File: src/rtl/dram_ctrl.sv
module dram_ctrl #(
  parameter int ROW_W   = 9,
  parameter int COL_W   = 9,
  parameter int T_ACC   = 5,
  parameter int T_PRE   = 5,
  parameter int REF_CYC = 780
) (
  input  logic                   clk,
  input  logic                   rst_n,
  input  logic                   req_valid,
  output logic                   req_ready,
  input  logic                   req_write,
  input  logic [ROW_W+COL_W-1:0] req_addr,
  input  logic                   req_wdata,
  output logic                   rsp_rdata,
  output logic                   rsp_done,
  output logic [((ROW_W > COL_W) ? ROW_W : COL_W)-1:0] dram_addr,
  output logic                   dram_ras_n,
  output logic                   dram_cas_n,
  output logic                   dram_we_n,
  output logic                   dram_din,
  input  logic                   dram_dout
);
  localparam int ADDR_W = ROW_W + COL_W;
  localparam int PIN_W  = (ROW_W > COL_W) ? ROW_W : COL_W;
  localparam int T_MAX  = (T_ACC > T_PRE) ? T_ACC : T_PRE;
  localparam int CNT_W  = $clog2(T_MAX + 1);
  localparam int RT_W   = $clog2(REF_CYC + 1);

  typedef enum logic [1:0] {S_IDLE, S_ACC, S_REF, S_PRE} state_t;

  state_t             st;
  logic [CNT_W-1:0]   cnt;
  logic [ADDR_W-1:0]  a_q;
  logic               wr_q, wd_q, rd_q, done_q;
  logic [RT_W-1:0]    rtmr;
  logic               rpend;
  logic [ROW_W-1:0]   rrow;

  logic acc_last, ref_last, pre_last, tick, col_phase;
  logic [PIN_W-1:0] row_pins, col_pins, ref_pins;

  assign acc_last  = (cnt == CNT_W'(T_ACC - 1));
  assign ref_last  = (st == S_REF) && acc_last;
  assign pre_last  = (cnt == CNT_W'(T_PRE - 1));
  assign tick      = (rtmr == RT_W'(REF_CYC - 1));
  assign col_phase = (st == S_ACC) && (cnt != '0);

  assign row_pins = PIN_W'(a_q[ADDR_W-1:COL_W]);
  assign col_pins = PIN_W'(a_q[COL_W-1:0]);
  assign ref_pins = PIN_W'(rrow);

  always_ff @(posedge clk) begin
    if (!rst_n) begin
      rtmr  <= '0;
      rpend <= 1'b0;
    end else begin
      rtmr  <= tick ? '0 : rtmr + 1'b1;
      rpend <= tick | (rpend & ~(st == S_IDLE));
    end
  end

  always_ff @(posedge clk) begin
    if (!rst_n) begin
      st     <= S_IDLE;
      cnt    <= '0;
      a_q    <= '0;
      wr_q   <= 1'b0;
      wd_q   <= 1'b0;
      rd_q   <= 1'b0;
      done_q <= 1'b0;
      rrow   <= '0;
    end else begin
      done_q <= 1'b0;
      case (st)
        S_IDLE: begin
          cnt <= '0;
          if (rpend) begin
            st <= S_REF;
          end else if (req_valid) begin
            st   <= S_ACC;
            a_q  <= req_addr;
            wr_q <= req_write;
            wd_q <= req_wdata;
          end
        end
        S_ACC: begin
          if (acc_last) begin
            if (!wr_q) rd_q <= dram_dout;
            done_q <= 1'b1;
            cnt    <= '0;
            st     <= S_PRE;
          end else begin
            cnt <= cnt + 1'b1;
          end
        end
        S_REF: begin
          if (acc_last) begin
            rrow <= rrow + 1'b1;
            cnt  <= '0;
            st   <= S_PRE;
          end else begin
            cnt <= cnt + 1'b1;
          end
        end
        default: begin
          if (pre_last) begin
            cnt <= '0;
            st  <= S_IDLE;
          end else begin
            cnt <= cnt + 1'b1;
          end
        end
      endcase
    end
  end

  assign req_ready  = (st == S_IDLE) && !rpend;
  assign rsp_done   = done_q;
  assign rsp_rdata  = rd_q;
  assign dram_ras_n = !((st == S_ACC) || (st == S_REF));
  assign dram_cas_n = !col_phase;
  assign dram_we_n  = !((st == S_ACC) && wr_q);
  assign dram_din   = wd_q;
  assign dram_addr  = (st == S_REF) ? ref_pins : (col_phase ? col_pins : row_pins);

  logic [CNT_W-1:0] hi_cnt;
  always_ff @(posedge clk) begin
    if (!rst_n)          hi_cnt <= CNT_W'(T_PRE);
    else if (dram_ras_n) hi_cnt <= (hi_cnt < CNT_W'(T_PRE)) ? hi_cnt + 1'b1 : hi_cnt;
    else                 hi_cnt <= '0;
  end

  initial if (T_ACC < 2 || T_PRE < 1) $error("dram_ctrl: T_ACC must be >= 2 and T_PRE >= 1");

  AST_CAS_AFTER_RAS: assert property (@(posedge clk) disable iff (!rst_n)
    $fell(dram_cas_n) |-> (!dram_ras_n && $past(!dram_ras_n)));
  AST_WE_SETUP: assert property (@(posedge clk) disable iff (!rst_n)
    ($fell(dram_cas_n) && !dram_we_n) |-> $past(!dram_we_n));
  AST_DONE_PULSE: assert property (@(posedge clk) disable iff (!rst_n)
    rsp_done |=> !rsp_done);
  AST_PRECHARGE: assert property (@(posedge clk) disable iff (!rst_n)
    $fell(dram_ras_n) |-> (hi_cnt >= CNT_W'(T_PRE)));
  AST_REF_NO_CAS: assert property (@(posedge clk) disable iff (!rst_n)
    (st == S_REF) |-> (dram_cas_n && dram_we_n));
  AST_ACCEPT_START: assert property (@(posedge clk) disable iff (!rst_n)
    (req_valid && req_ready) |=> $fell(dram_ras_n));
endmodule

File: config.mk
export PLATFORM = sky130hd
export DESIGN_NAME = dram_ctrl
export DESIGN_NICKNAME = d
export VERILOG_FILES = /design/src/rtl/dram_ctrl.sv
export SDC_FILE = /design/constraint.sdc
export NUM_CORES = 1
export LEC_CHECK = 0
export BUFFER_PORTS_ARGS = -buffer_cell sky130_fd_sc_hd__buf_4
export CORE_MARGIN = 2
export CORE_UTILIZATION = 61
export CTS_BUF_LIST = sky130_fd_sc_hd__clkbuf_8
export CTS_CLUSTER_DIAMETER = 30
export DETAILED_ROUTE_END_ITERATION = 12
export GPL_ROUTABILITY_DRIVEN = 0
export GPL_TIMING_DRIVEN = 0
export HOLD_SLACK_MARGIN = 0.03
export PLACE_DENSITY = 0.94
export RECOVER_POWER = 25
export SETUP_SLACK_MARGIN = 0.1
export SLEW_MARGIN = 20
export SYNTH_ARGS = -nofsm -noshare
export SYNTH_HDL_FRONTEND = slang
export SYNTH_SLANG_ARGS = --single-unit
File: constraint.sdc
create_clock -name clk -period 3.5 [get_ports clk]
set_input_delay 0.175 -clock clk [delete_from_list [all_inputs] [get_ports clk]]
set_output_delay 0.175 -clock clk [all_outputs]
set_load 0.05 [all_outputs]
==> flow_metrics.tcl <==
set metrics [dict create \
    max_cap_viol_count 0 \
    intPower_uw 995 \
    fin_setup_tns_ns 0 \
    routed_via_density 5.51 \
    cts.path.max_buffers 2 \
    fillCellCount 249 \
    vias 1928 \
    crit_slowest_cell "sky130_fd_sc_hd__clkbuf_1" \
    worstSetupStartpointType "flop" \
    die_area_um2 3940 \
    drt_pass1_iterations 4 \
    synthesized_area_fraction_occupied_by_ao_oa_aoi_and_oai_cells_pct 9.96 \
    multi_input_comb_area_um2 1080 \
    crit_path_end_kind "primary output" \
    power.ir.vdd_worst_v 0.000719 \
    outcome "complete, no violations" \
    clock_tree_from_tritoncts "yes" \
    die_width_um 62.8 \
    routedWlPerCell_um 13.9 \
    report.final.hold_viol_count 0 \
    first_iter_violations 169 \
    yosys_warnings 0 \
    final_clock_period_utilization_by_the_worst_path_pct 66.9 \
    comb_power_share_pct 35.3 \
    timing.final.crit_period_ns 2.34 \
    yosysMostFrequentCell "sky130_fd_sc_hd__nand2_1" \
    finish.instance_area_um2 2550 \
    timing_max_transition_violations_final 0 \
    antenna_left 0 \
    total_i_o_pin_count 40 \
    insertion_delay_ns 0.31 \
    unrepaired_setup_endpoints_after_global_routing "false" \
    classification_of_the_worst_slack_hold_path "in2reg" \
    place_area_um2 2460 \
    synthXorXnorAreaFrac_pct 5.81 \
    tightestPinTransition_ns 0.594 \
    clock-sinks 47 \
    seqCellArea_um2 941 \
    finalSetupViolations 0 \
    design.final.nets 336 \
    floorplan.initialDensity_pct 63.2 \
    placement.io_buffers 39 \
    synth_top_cell_area_share_pct 44.6 \
    largest_fanout_on_the_critical_path 10 \
    cp_data_required_time_ns 3.32 \
    layout-drive-gt1-share_pct 17.1 \
    synth.mux.area_fraction_pct 5.69 \
    p_sw_share_pct 38.0 \
    synth_simple_gate_area_share_pct 24.7 \
    wirelength_um 4860 \
    worst_slew_margin_rel_pct 60.6 \
    timing.critical_path.arrival_ns 2.17 \
    synth_fa_ha_area_share_pct 5.34 \
    grt_antenna_before_repair 0 \
    ctsHtreeMaxLevel 2 \
    p_clk_share_pct 26.0 \
    diodes 0 \
    clk_pin_slew_ns 0.10 \
    buf_inv_stages_crit_path 4 \
    crit_path_cell_trace "inv_1, ha_1, clkbuf_1, clkbuf_1, nand2_1, o21ai_1, buf_4" \
    cts_hold_repair.buffers 0 \
    globalRoute.totalOverflow 0 \
    sequential_area_share_after_synthesis_pct 44.6 \
    clock_skew_ns 0.00678 \
    site_row_count 21 \
    max_stage_delay_ns 0.37 \
    hpwlAfterDp_um 3420 \
    netlist_top_cells_area "sky130_fd_sc_hd__dfxtp_1, sky130_fd_sc_hd__nand2_1, sky130_fd_sc_hd__a21oi_1, sky130_fd_sc_hd__mux2i_1, sky130_fd_sc_hd__ha_1" \
    cts_made_buffers 5 \
    netlist_area_um2 2110 \
    synthToLayoutAreaGrowth_pct 21.1 \
    synth.top_cells.by_count "sky130_fd_sc_hd__nand2_1, sky130_fd_sc_hd__dfxtp_1, sky130_fd_sc_hd__a21oi_1, sky130_fd_sc_hd__nor2_1, sky130_fd_sc_hd__mux2i_1" \
    asyncSetResetFlopFracSynth_pct 0 \
    global_route_wire_length_before_repair_um 8440 \
    floorplan.core_area_um2 3340 \
    first_global_vias 1853 \
    mappedNetlistNets 290 \
    synth-seq-cells 47 \
    top_layer_used "met4" \
    seq_power_share_pct 38.7 \
    yosys.cell_types.count 31 \
    hold_slack_ns 0.100 \
    power.leakage_uw 0.00109 \
    synth_enable_flop_cells 0 \
    critical_path.top_delay_family "buffers and inverters" \
    dominant_cell_type_by_area_after_synthesis "sky130_fd_sc_hd__dfxtp_1" \
    powerDensity_nw_per_um2 628 \
    clockRootBuffer "sky130_fd_sc_hd__clkbuf_8" \
    largest_family_of_logic_cells_by_synthesized_area "simple AND/OR/NAND/NOR gates" \
    detailroute.wirelength.met3_um 332 \
    syn_inst 257 \
    met2RoutedLength_um 2390 \
    route.detailed.drc 0 \
    criticalPathCategory "reg2out" \
    p_switching_uw 609 \
    grt_max_degree 17 \
    postCtsSetupRepairBufs 0 \
    m1WireLength_um 2050 \
    cts-resized-gates 0 \
    synth_area_per_cell_um2 8.21 \
    most_used_flip_flop_cell_after_synthesis "sky130_fd_sc_hd__dfxtp_1" \
    die_height_um 62.8 \
    fmaxAchievable_mhz 427 \
    grt_usage_pct 27.6 \
    cpMostUsedCell "sky130_fd_sc_hd__clkbuf_1" \
]
[cells in the final DEF (no fill, tap or decap), drive strengths merged]
cell type | Yosys | final
clkbuf | 4 | 14
and4 | 1 | 1
xnor2 | 7 | 7
mux2i | 12 | 12
ha | 9 | 9
nand3 | 4 | 4
o211ai | 1 | 1
buf | 7 | 41
and2 | 1 | 1
and2b | 1 | 1
nor4b | 1 | 1
a21oi | 26 | 26
clkinv | 1 | 2
a22oi | 1 | 1
nand2b | 3 | 3
xor2 | 7 | 7
nand2 | 61 | 61
dfxtp | 47 | 47
and3 | 4 | 4
inv | 7 | 8
nor3 | 6 | 6
nor3b | 1 | 1
nor2 | 24 | 24
or3 | 2 | 2
bufinv | 0 | 1
o21ai | 13 | 13
nand4 | 6 | 6
[per-layer routing]
| layer | track usage (%) | vias up |
|---|---|---|
| li1 | - | 944 |
| met1 | 34.0 | 903 |
| met2 | 46.2 | 72 |
| met3 | 6.67 | 9 |
| met4 | 11.1 | 0 |
| met5 | 0 | - |
[power by group through the flow]
stage          registers [uW]  logic, uW  clock network (uW)
3_5_place_dp              634        564                   0
2_1_floorplan             631        404                   0
3_3_place_gp              630        546                   0
6_report                  621        566                 417
4_1_cts                   621        569                 413
5_1_grt                   628        619                 438
[layout make-up]
| class | instances | share of cell area, % |
|---|---|---|
| Multi-Input combinational cell | 191 | 42.3 |
| Timing Repair Buffer | 39 | 10.9 |
| Inverter | 8 | 1.18 |
| Sequential cell | 47 | 36.8 |
| Clock buffer | 5 | 2.69 |
| Clock inverter | 3 | 1.86 |
| Buffer | 11 | 2.01 |
| Tap cell | 46 | 2.25 |
[final timing paths]
check / start / to / slack (ns) / cells past startpoint
hold / removal: req_addr[15] / a_q[15] / 0.10 / 3
setup reg to reg: st[0] / ref_pins[3] / 1.73 / 6
hold reg to reg: a_q[0] / a_q[0] / 0.46 / 2
setup / recovery: st[0] / dram_addr[8] / 1.16 / 7
[state kept, by name (all words and copies together), names as in the netlist]
signal     flops
a_q           18
cnt            3
dram_din       1
ref_pins       9
rpend          1
rsp_done       1
rsp_rdata      1
rtmr          10
st             2
wr_q           1
[worst min-delay path, cell delays in order]
cell	delay (ns)
sky130_fd_sc_hd__buf_4	0.11
sky130_fd_sc_hd__nand2_1	0.04
sky130_fd_sc_hd__a21oi_1	0.05
[cell families (layout without fill, tap and decap cells)]
logic type                 after synthesis  in the layout
adders and majority gates                9              9
buffers and inverters                   19             66
and+or+nand+nor                        115            115
DFF                                     47             47
AOI/OAI and AO/OA                       41             41
muxes                                   12             12
xor gates and xnor gates                14             14
[per-stage QoR]
| stage | worst slack [ns] | total power, uW | instances | utilization, % |
|---|---|---|---|---|
| 2_1_floorplan | 1.44 | 1040 | 257 | - |
| 3_3_place_gp | 1.71 | 1180 | 342 | 73.7 |
| 3_5_place_dp | 1.66 | 1200 | 342 | 73.7 |
| 4_1_cts | 1.31 | 1600 | 350 | 77.2 |
| 5_1_grt | 0.968 | 1680 | 350 | 76.5 |
| 6_report | 1.16 | 1600 | 350 | 76.5 |
Power figures use the tool's default switching activity.
